<file path="config.mk">
export PLATFORM = sky130hd
export DESIGN_NAME = sdm_count_decim
export DESIGN_NICKNAME = d
export VERILOG_FILES = /design/src/rtl/sdm_pkg.sv /design/src/rtl/sdm_prescale.sv /design/src/rtl/sdm_updown.sv /design/src/rtl/sdm_scale.sv /design/src/rtl/sdm_count_decim.sv
export SDC_FILE = /design/constraint.sdc
export NUM_CORES = 1
export LEC_CHECK = 0
export BUFFER_PORTS_ARGS = -buffer_cell sky130_fd_sc_hd__buf_2
export CORE_ASPECT_RATIO = 2
export CORE_MARGIN = 1.5
export CORE_UTILIZATION = 54
export DETAILED_ROUTE_END_ITERATION = 8
export MAX_ROUTING_LAYER = met4
export PLACE_DENSITY = 0.74
export SKIP_CTS_REPAIR_TIMING = 1
export SLEW_MARGIN = 15
export SYNTH_ARGS = -nofsm -noshare
export SYNTH_HDL_FRONTEND = slang
export SYNTH_SLANG_ARGS = --single-unit
</file>
<file path="constraint.sdc">
create_clock -name clk -period 9.1 [get_ports clk]
set_input_delay 0.455 -clock clk [delete_from_list [all_inputs] [get_ports clk]]
set_output_delay 0.455 -clock clk [all_outputs]
set_load 0.03 [all_outputs]
</file>
<file path="src/rtl/sdm_pkg.sv">
package sdm_pkg;

   typedef enum logic [1:0] {
      DIV_1  = 2'b00,
      DIV_2  = 2'b01,
      DIV_4  = 2'b10,
      DIV_4X = 2'b11
   } div_e;

   // terminal value of the prescaler phase counter for a divide mode
   function automatic logic [1:0] div_last(div_e m);
      case (m)
         DIV_1:   return 2'd0;
         DIV_2:   return 2'd1;
         default: return 2'd3;
      endcase
   endfunction

endpackage

</file>
<file path="src/rtl/sdm_prescale.sv">
module sdm_prescale
   import sdm_pkg::*;
(
   input  logic clk,
   input  logic rst_n,
   input  logic clr,
   input  logic run,
   input  div_e mode,
   output logic tick
);

   logic [1:0] phase;
   logic [1:0] last_ph;

   assign last_ph = div_last(mode);
   assign tick    = run && (phase == last_ph);

   always_ff @(posedge clk or negedge rst_n) begin
      if (!rst_n)
         phase <= '0;
      else if (clr)
         phase <= '0;
      else if (run)
         phase <= (phase == last_ph) ? 2'd0 : phase + 2'd1;
   end

   // with a divide above one, a tick is never followed directly by another
   a_r2_tick_spacing: assert property (@(posedge clk) disable iff (!rst_n)
      (tick && !clr && (last_ph != 2'd0)) |=> !tick);

endmodule

</file>
<file path="src/rtl/sdm_updown.sv">
module sdm_updown #(
   parameter int TICKS = 81920,
   parameter int CW    = $clog2(TICKS + 1) + 1,
   parameter int TW    = $clog2(TICKS + 1)
) (
   input  logic                 clk,
   input  logic                 rst_n,
   input  logic                 clr,
   input  logic                 tick,
   input  logic                 bit_in,
   output logic signed [CW-1:0] count_nxt,
   output logic                 last
);

   logic signed [CW-1:0] count;
   logic        [TW-1:0] tcnt;
   logic        [CW-1:0] cnt_abs;

   assign count_nxt = !tick ? count :
                      (bit_in ? count + CW'(1) : count - CW'(1));
   assign last      = tick && (tcnt == TW'(TICKS - 1));
   assign cnt_abs   = count[CW-1] ? CW'(-count) : CW'(count);

   always_ff @(posedge clk or negedge rst_n) begin
      if (!rst_n) begin
         count <= '0;
         tcnt  <= '0;
      end else if (clr) begin
         count <= '0;
         tcnt  <= '0;
      end else if (tick) begin
         count <= count_nxt;
         tcnt  <= tcnt + TW'(1);
      end
   end

   // the count can never move further from zero than the samples taken
   a_r3_count_bound: assert property (@(posedge clk) disable iff (!rst_n)
      cnt_abs <= CW'(tcnt));

   // the window never takes more than TICKS samples
   a_r3_window_limit: assert property (@(posedge clk) disable iff (!rst_n)
      tcnt <= TW'(TICKS));

endmodule

</file>
<file path="src/rtl/sdm_scale.sv">
module sdm_scale #(
   parameter int TICKS  = 81920,
   parameter int CW     = $clog2(TICKS + 1) + 1,
   parameter int MAG_W  = 14,
   parameter int FRAC_W = 16,
   parameter bit SAT    = 1'b1
) (
   input  logic signed [CW-1:0]    count,
   output logic        [MAG_W+1:0] word
);

   localparam longint unsigned FULL  = 64'd1 << (MAG_W + FRAC_W);
   localparam longint unsigned SCALE = (FULL + longint'(TICKS) - 1) / longint'(TICKS);
   localparam int              SC_W  = MAG_W + FRAC_W + 1;
   localparam int              PW    = CW + SC_W;
   localparam logic [PW-1:0]   MAXV  = PW'((64'd1 << MAG_W) - 1);

   logic [CW-1:0]    mag_in;
   logic [PW-1:0]    prod;
   logic [PW-1:0]    q;
   logic             over;
   logic [MAG_W-1:0] mag_out;

   assign mag_in = count[CW-1] ? CW'(-count) : CW'(count);
   assign prod   = PW'(mag_in) * PW'(SCALE);
   assign q      = prod >> FRAC_W;
   assign over   = q > MAXV;

   generate
      if (SAT) begin : g_clamp
         assign mag_out = over ? {MAG_W{1'b1}} : q[MAG_W-1:0];
      end else begin : g_wrap
         assign mag_out = q[MAG_W-1:0];
      end
   endgenerate

   assign word = {over, count[CW-1], mag_out};

endmodule

</file>
<file path="src/rtl/sdm_count_decim.sv">
module sdm_count_decim
   import sdm_pkg::*;
#(
   parameter int CONV_TICKS = 81920,
   parameter int MAG_W      = 14,
   parameter int FRAC_W     = 16,
   parameter bit SAT        = 1'b1,
   localparam int WORD_W    = MAG_W + 2,
   localparam int CW        = $clog2(CONV_TICKS + 1) + 1,
   localparam int TW        = $clog2(CONV_TICKS + 1)
) (
   input  logic              clk,
   input  logic              rst_n,
   input  logic              start,
   input  logic [1:0]        div_sel,
   input  logic              bit_in,
   output logic              busy_n,
   output logic [WORD_W-1:0] result
);

   generate
      if (CONV_TICKS < 2) begin : g_bad_ticks
         $error("CONV_TICKS must be at least 2");
      end
      if (MAG_W + FRAC_W > 62) begin : g_bad_frac
         $error("MAG_W + FRAC_W must not exceed 62");
      end
      if (CONV_TICKS > (64'd1 << (MAG_W + FRAC_W))) begin : g_bad_scale
         $error("CONV_TICKS too large for the scaling precision");
      end
   endgenerate

   logic                 running;
   logic                 go;
   div_e                 mode;
   logic                 tick;
   logic                 last;
   logic signed [CW-1:0] count_nxt;
   logic [WORD_W-1:0]    word;

   assign go = start && !running;

   always_ff @(posedge clk or negedge rst_n) begin
      if (!rst_n) begin
         running <= 1'b0;
         mode    <= DIV_1;
         result  <= '0;
      end else begin
         if (go) begin
            running <= 1'b1;
            mode    <= div_e'(div_sel);
         end else if (last) begin
            running <= 1'b0;
            result  <= word;
         end
      end
   end

   assign busy_n = !running;

   sdm_prescale i_pre (
      .clk   (clk),
      .rst_n (rst_n),
      .clr   (go),
      .run   (running),
      .mode  (mode),
      .tick  (tick)
   );

   sdm_updown #(.TICKS(CONV_TICKS), .CW(CW), .TW(TW)) i_cnt (
      .clk       (clk),
      .rst_n     (rst_n),
      .clr       (go),
      .tick      (tick),
      .bit_in    (bit_in),
      .count_nxt (count_nxt),
      .last      (last)
   );

   sdm_scale #(.TICKS(CONV_TICKS), .CW(CW), .MAG_W(MAG_W), .FRAC_W(FRAC_W), .SAT(SAT)) i_scale (
      .count (count_nxt),
      .word  (word)
   );

   // an accepted start request drops busy on the next cycle
   a_r2_start_busy: assert property (@(posedge clk) disable iff (!rst_n)
      (start && busy_n) |=> !busy_n);

   // the prescaler never produces a sample enable while idle
   a_r2_idle_quiet: assert property (@(posedge clk) disable iff (!rst_n)
      busy_n |-> !tick);

   // the held word only changes as busy returns high
   a_r7_hold: assert property (@(posedge clk) disable iff (!rst_n)
      !$rose(busy_n) |-> $stable(result));

   // an overrange word always carries a clamped magnitude
   generate
      if (SAT) begin : g_sat_chk
         a_r4_ovr_clamp: assert property (@(posedge clk) disable iff (!rst_n)
            result[WORD_W-1] |-> (result[MAG_W-1:0] == {MAG_W{1'b1}}));
      end
   endgenerate

endmodule

</file>
Word-level counts from Yosys, hierarchy flattened
Index checks and enable logic that the tools add are counted.
W data, S select, Z words.
{"block": "word_totals", "elab_cells": 40, "out_inout_bits": 17, "ff_bits": 56}
{"block": "classes", "bitwise_logic": 1, "add_sub_neg": 5, "n_mux": 14, "n_lt_le_gt_ge": 1, "eq_ne": 3, "n_reduce_logical": 9, "multipliers": 1}
{"cell": "$mux W18", "count": 5}
{"cell": "$mux W17", "count": 2}
{"cell": "$mul A18 B12 Y30 const B", "count": 1}
{"cell": "$add A18 B2 Y18 const B", "count": 1}
{"cell": "$neg A18 Y18", "count": 1}
{"cell": "$sub A18 B2 Y18 const B", "count": 1}
{"cell": "$add A17 B1 Y17 const B", "count": 1}
{"cell": "$eq A17 B17 Y1 const B", "count": 1}
{"cell": "$gt A16 B14 Y1 const B", "count": 1}
{"cell": "$mux W14", "count": 1}
{"cell": "$mux W2", "count": 3}
{"cell": "$reduce_bool A2 Y1", "count": 3}
{"cell": "$pmux W2 S2", "count": 1}
{"cell": "$logic_and A1 B1 Y1", "count": 3}
{"cell": "$add A2 B1 Y2 const B", "count": 1}
{"cell": "$eq A2 B1 Y1 const B", "count": 1}
{"cell": "$eq A2 B2 Y1", "count": 1}
{"cell": "$logic_not A2 Y1", "count": 1}
{"cell": "$mux W1", "count": 2}
{"cell": "$reduce_and A2 Y1", "count": 1}
{"cell": "$logic_not A1 Y1", "count": 1}
{"cell": "$not A1 Y1", "count": 1}

Longest topological paths before layout
Gate-level depths: netlist of the first run.
{"block": "depth", "word_depth": 10, "mapped_depth": 35, "ltp_nobuf": 31}

Hierarchy
A second synthesis of the first run with hierarchy kept.
{"block": "hier_totals", "cells_unflattened": 896, "hier_area_um2": 8279.2}
{"mod": "sdm_scale", "seq_area_each_um2": 0.0, "n_inst": 1, "cells_per_inst": 554, "area_each_um2": 4820.9}
{"mod": "sdm_updown", "seq_area_each_um2": 875.8, "n_inst": 1, "cells_per_inst": 283, "area_each_um2": 2538.7}
{"mod": "sdm_count_decim", "seq_area_each_um2": 475.5, "n_inst": 1, "cells_per_inst": 43, "area_each_um2": 785.8}
{"mod": "sdm_prescale", "seq_area_each_um2": 50.0, "n_inst": 1, "cells_per_inst": 16, "area_each_um2": 133.9}

Worst setup path after synthesis of the first run
Ideal clock, no wire load.
{"block": "synth_timing", "kind": "register -> register", "start": "register i_pre.phase[1]", "end": "register result[11]", "setup_slack_ps": 542, "path_stages_with_launch": 34, "path_buffers": 5, "period_less_slack_ps": 8558, "t_required_ps": 8977, "arrival_time_ps": 8435, "path_cell_list": "dfrtp_1 > or3b_4 > o21a_1 > buf_6 > buf_6 > buf_2 > buf_1 > mux2i_1 > ha_1 > o2111ai_1 > and2_1 > or3_1 > nor3_1 > a21oi_1 > a211oi_1 > ha_1 > fa_1 > fa_1 > fa_1 > inv_1 > fa_1 > inv_1 > ha_1 > nand4_1 > nor2_1 > o21ai_0 > a211oi_1 > o211ai_1 > a311oi_1 > a211oi_1 > mux2i_1 > and2b_1 > buf_4 > a21oi_1"}
{"block": "synth_via", "elab_chain_len": 8}
{"item": "from (decl)", "line_no": "sdm_prescale.sv:12", "text": "logic [1:0] phase;"}
{"item": "from (signal assigned)", "line_no": "sdm_prescale.sv:24", "text": "phase <= (phase == last_ph) ? 2'd0 : phase + 2'd1;"}
{"item": "$eq A2 B2 Y1 (*)", "line_no": "sdm_prescale.sv:16", "text": "assign tick = run && (phase == last_ph);"}
{"item": "$logic_and A1 B1 Y1 (*)", "line_no": "sdm_prescale.sv:16"}
{"item": "$mux W18", "line_no": "sdm_updown.sv:19", "text": "assign count_nxt = !tick ? count :"}
{"item": "$neg A18 Y18", "line_no": "sdm_scale.sv:24", "text": "assign mag_in = count[CW-1] ? CW'(-count) : CW'(count);"}
{"item": "$mux W18", "line_no": "sdm_scale.sv:24"}
{"item": "$mul A18 B12 Y30", "line_no": "sdm_scale.sv:25", "text": "assign prod = PW'(mag_in) * PW'(SCALE);"}
{"item": "$gt A16 B14 Y1", "line_no": "sdm_scale.sv:27", "text": "assign over = q > MAXV;"}
{"item": "$mux W14", "line_no": "sdm_scale.sv:31", "text": "assign mag_out = over ? {MAG_W{1'b1}} : q[MAG_W-1:0];"}
{"item": "to (signal assigned)", "line_no": "sdm_count_decim.sv:54", "text": "result <= word;"}
{"item": "to (decl)", "line_no": "sdm_count_decim.sv:18", "text": "output logic [WORD_W-1:0] result"}
Every way passes the cells marked *; elsewhere a longest branch is shown, timed or not.
A chain may end at the register's enable or synchronous reset.

Worst setup path after layout of the first run
{"block": "layout_timing", "start": "register i_cnt.count[1]", "end": "register result[13]"}
{"block": "layout_via", "elab_chain_len": 8}
{"item": "from (decl)", "line_no": "sdm_updown.sv:15", "text": "logic signed [CW-1:0] count;"}
{"item": "from (signal assigned)", "line_no": "sdm_updown.sv:32", "text": "count <= count_nxt;"}
{"item": "$sub A18 B2 Y18 / $add A18 B2 Y18 (equally long branches)", "line_no": "sdm_updown.sv:20", "text": "(bit_in ? count + CW'(1) : count - CW'(1));"}
{"item": "$mux W18", "line_no": "sdm_updown.sv:20"}
{"item": "$mux W18 (*)", "line_no": "sdm_updown.sv:19"}
{"item": "$neg A18 Y18", "line_no": "sdm_scale.sv:24"}
{"item": "$mux W18 (*)", "line_no": "sdm_scale.sv:24"}
{"item": "$mul A18 B12 Y30 (*)", "line_no": "sdm_scale.sv:25"}
{"item": "$gt A16 B14 Y1", "line_no": "sdm_scale.sv:27"}
{"item": "$mux W14 (*)", "line_no": "sdm_scale.sv:31"}
Marks and branches as above.

==> impl_metrics.ini, run 1 <==
[timing]
setup_violations = 0
finClkSkew_ns = 0.0108
tns_ns = 0
max_freq_ghz = 0.118
rsz0062_at_grt = no
slew_violations = 0
finalCritPeriodShare_pct = 92.9
max_slew.worst_pin.slew_ns = 0.763
slew_headroom_pct = 48.7
finalCriticalPeriod_ns = 8.45
finalHoldViolCount = 0

[synthesis]
synth_top_area_share_pct = 21.6
synth_common_cells = inv_1 (140), ha_1 (130), nor2_1 (78)
synth-async-reset-ratio_pct = 100
syn_area_um2 = 7530
synth_nets = 1021
yosysWarnings = 0
synth-seq-area-share_pct = 18.6
synth_cell_types = 71
yosysMostFrequentCell = inv_1
synthTopCellsByArea = ha_1 (22%), dfrtp_1 (19%), fa_1 (17%), inv_1 (7.0%), nor2_1 (3.9%)
synth-seq-cells = 56
synth_cells = 820
synth_edf_count = 0
avgSynthCellArea_um2 = 9.18
synth_flop_cell = dfrtp_1
synth_top_cell_by_area = ha_1

[worst_setup_path]
critPathTopFamily = adder cells
crit_fanout = 15
endpoint_kind = flop
crit_path_start_kind = flop
cp_data_arrival_time_ns = 8.69
required_ns = 9.34
crit_buf_inv = 4
cp_slowest_stage_delay_ns = 0.55
crit_slowest_cell = fa_1
crit_type = reg -> reg

[floorplan]
coreArea_um2 = 13500
initial_core_util_pct = 55.7
die_x_um = 86.5
pin_count = 23
die_area_um2 = 14700
die_h_um = 170
rows = 60

[drt]
first_pass_iters = 4
avgRoutedWirePerCell_um = 15.9
routed-via-count = 5840
vias_per_cell = 5.72
drt-initial-drc-count = 171
detail-route-antenna-nets = 0
drcViolationCount = 0
routed_wl_um = 16200

[global_routing]
track_usage_pct = 24.8
grt_pass1_wl_um = 27900
antenna_found_initial = 0
grt_max_degree = 57
grt_overflow = 0
grt_pass1_vias = 6182

[clocking]
h-tree-depth = 2
cts_sinks = 56
cts_tree = done
cts-root-buf = clkbuf_16
clkLatencyLatePin_ns = 0.31
clock_path_buffers = 2
clk_pin_slew_ns = 0.09
cts-buffers-inserted = 5

[finish]
area_growth_pct = 8.26
drive_gt1_share_pct = 9.82
antennaDiodeCount = 0
ff_latch_area_um2 = 1400
multi_input_area_um2 = 5570
nFillCells = 1213
final_nets = 1066

[placement]
place.gp.congestion = 0.987
port_buffers = 22
dp_hpwl_um = 13600

[run]
max_cap_violations = 0

[min_path]
hold_path_class = in -> async

[run_status]
status = complete, no violations
==> final timing paths <==
check	end	cells past startpoint	slack (ns)	startpoint
setup / recovery	result[13]	30	0.65	i_cnt.count[1]
max in group asynchronous	i_cnt.count[6]	2	8.30	rst_n
min in group clk	mode[1]	3	0.33	div_sel[1]
hold / removal	i_cnt.tcnt[3]	2	0.28	rst_n
hold reg to reg	i_cnt.tcnt[6]	1	0.50	i_cnt.tcnt[6]
setup reg to reg	result[13]	30	0.65	i_cnt.count[1]
==> area by class of cell <==
type / instances / share of cell area, %
clock buffer: 5 / 1.53
multi-input combinational: 613 / 68.3
timing repair buffer: 49 / 3.84
tap: 155 / 2.38
clock inverter: 3 / 0.338
sequential: 56 / 17.2
inverter: 140 / 6.45
==> placed cells by master (no fill, tap or decap), types with 3 or more instances in the layout <==
master     instances
a31o_2             3
or2_2              3
o21bai_1           5
nand4_1            9
mux2i_1            9
nand3_1           20
nor3_1            12
a31oi_1            7
buf_4             27
buf_2             22
and3_1             5
xnor2_1           29
and2_1             7
or3_1              5
and4_1             3
nor2b_1            5
clkbuf_16          5
o21a_1             5
o21ai_0           30
xnor2_2            3
nand2_1           40
a211o_1            3
o211ai_1           4
xor2_1            23
a21oi_1           46
a211oi_1           7
nor2_1            78
ha_1             130
o31ai_1            4
a21o_1            10
nand2b_1           4
fa_1              65
dfrtp_1           56
inv_1            140
==> worst register-to-register path: cells and delay by family (launching register included) <==
kind / cells / cell delay, ns
fa+ha+maj: 7 / 3.14
simple gates: 4 / 0.83
xor+xnor: 2 / 0.68
mux: 2 / 0.45
compound gates: 11 / 2.63
buf+inv: 4 / 0.22
flops: 1 / 0.44
==> metal layers <==
metal  part of all wire, %  GRT usage (%)
met2                    58           47.9
met3                   1.8           2.28
met5                     0              -
met1                    37           24.8
met4                   3.4           9.47
==> flip-flops by register name, indices dropped and copies added, names as in the netlist <==
signal and count:
i_pre.phase 2, i_cnt.count 18, i_cnt.tcnt 17, mode 2, result 16, running 1
==> stage by stage <==
stage          cells  hold slack, ns  cell area (µm²)  worst slack, ns  util (%)
2_1_floorplan    820           0.159             7530            0.542         -
3_3_place_gp    1013           0.477             7980            0.239      59.1
3_5_place_dp    1013           0.483             7980            0.168      59.1
4_1_cts         1021           0.320             8140            0.404      60.2
5_1_grt         1021           0.349             8150           0.0118      60.3
6_report        1021           0.280             8150            0.646      60.3
==> kinds of logic after synthesis <==
| logic type | count (synthesis) | share of synthesized area [%] |
|---|---|---|
| AOI/OAI and AO/OA | 142 | 12.4 |
| xor gates and xnor gates | 56 | 6.71 |
| adders and majority gates | 195 | 38.9 |
| buffers and inverters | 151 | 7.81 |
| DFF | 56 | 18.6 |
| muxes | 12 | 1.71 |
| and+or+nand+nor | 208 | 13.9 |
Power of run 1 is not shown: default switching activity piles up to over one toggle a cycle in this logic, so the estimate is an artifact.
==> run 2, diff against run 1 <==
- CORE_UTILIZATION: 54 -> 40
- PLACE_DENSITY: 0.74 -> 0.58
==> impl_metrics.ini, run 2 (synthesis gave the netlist of run 1 again) <==
[global_routing]
antenna_found_initial = 0
busiest_layer = met2
grt_pass1_vias = 6186
grt_max_degree = 57
track_usage_pct = 18.9
grt_util_met3_pct = 1.49
grt_pass1_wl_um = 28700
grt_overflow = 0
grt_util_met2_pct = 38.1
gr-usage-met1_pct = 18.3

[floorplan]
coreArea_um2 = 18400
initial_core_util_pct = 40.9
die_h_um = 197
die_area_um2 = 19700
die_x_um = 100
pin_count = 23
rows = 70

[timing]
finalHoldViolCount = 0
max_freq_ghz = 0.118
finClkSkew_ns = 0.00862
slew_violations = 0
tns_ns = 0
finalCriticalPeriod_ns = 8.51
setup_violations = 0
finalCritPeriodShare_pct = 93.5
max_slew.worst_pin.slew_ns = 0.744
slew_headroom_pct = 50.0
rsz0062_at_grt = no
worst_slack_ns = 0.593

[worst_setup_path]
crit_slowest_cell = fa_1
critPathTopFamily = adder cells
r2r-end = result[1]
crit_buf_inv = 8
r2r_cells = 29
crit_path_start_kind = input port
endpoint_kind = flop
r2r-start = running
cp_data_arrival_time_ns = 8.74
crit_fanout = 15
required_ns = 9.33
r2r_slack_ns = 0.75
crit_type = in -> reg
cp_slowest_stage_delay_ns = 0.55

[finish]
stdcell_area_um2 = 8300
layout_commonest_cell = inv_1
area_growth_pct = 10.2
multi_input_area_um2 = 5580
regMostFlops = i_cnt.count
largestRegisters = i_cnt.count x18, i_cnt.tcnt x17, result x16
drive_gt1_share_pct = 10.9
fin_cells = 1089
largest_reg_flops = 18
antennaDiodeCount = 0
final_cell_mix = inv_1 (139), ha_1 (130), nor2_1 (78), fa_1 (65), dfrtp_1 (56)
ff_latch_area_um2 = 1400
nFillCells = 1862
final_nets = 1073

[clocking]
cts_tree = done
cts-buffers-inserted = 5
h-tree-depth = 2
clk_pin_slew_ns = 0.08
clkLatencyLatePin_ns = 0.31
clock_path_buffers = 2
cts-root-buf = clkbuf_16
cts_sinks = 56

[placement]
dp_hpwl_um = 14300
place.gp.congestion = 0.864
dpl_cell_area_um2 = 8110
pre_cts_ws_ns = -0.178
dp_cells = 1081
port_buffers = 22

[drt]
routed_wl_um = 16800
drt-initial-drc-count = 153
vias_per_cell = 5.28
drcViolationCount = 0
avgRoutedWirePerCell_um = 15.4
first_pass_iters = 4
detail-route-antenna-nets = 0
routed-via-count = 5750

[run_status]
status = complete, no violations

[run]
max_cap_violations = 0

[min_path]
hold_path_class = in -> async
-- run 2: cell types whose count changed in the layout (fill, tap and decap cells not counted), sizes merged --
cell / change
inv: -1
clkinvlp: +1
buf: +7
-- run 2: worst max-delay path by stage --
| stage | cells after the start | slack, ns | end | start |
|---|---|---|---|---|
| after floorplan | 33 | 0.54 | result[11] | i_pre.phase[1] |
| after global placement | 33 | -0.07 | result[13] | bit_in |
| after detailed placement | 33 | -0.18 | result[6] | bit_in |
| after CTS | 33 | 0.12 | result[1] | bit_in |
| after global routing | 34 | 0.09 | result[1] | bit_in |
| final | 33 | 0.59 | result[1] | bit_in |
-- run 2: metal layers --
layer / share of wire, % / wire (µm)
met1: 36 / 6000
met2: 59 / 9940
met3: 1.9 / 318
met4: 3.1 / 518
met5: 0 / 0
-- run 2: cell type report --
| type | instances | area share (%) |
|---|---|---|
| clock buffer | 5 | 1.51 |
| sequential | 56 | 16.9 |
| tap | 216 | 3.26 |
| multi-input combinational | 613 | 67.2 |
| timing repair buffer | 56 | 4.40 |
| clock inverter | 3 | 0.332 |
| inverter | 140 | 6.38 |
-- run 2: worst reg2reg max path, delay by kind of cell (launching register included) --
family          cells  cell delay [ns]
fa+ha+maj           7             3.14
compound gates     10             2.06
simple gates        7             1.95
flops               1             0.43
buf+inv             3             0.28
xor+xnor            1             0.25
mux                 1             0.12
-- run 2: through the flow --
stage | util (%) | hold WS (ns)
after global placement | 44.1 | 0.487
after global routing | 45.1 | 0.345
after CTS | 44.9 | 0.332
final | 45.1 | 0.291
after detailed placement | 44.1 | 0.501
after floorplan | - | 0.159
Power of run 2 is left out for the same reason.
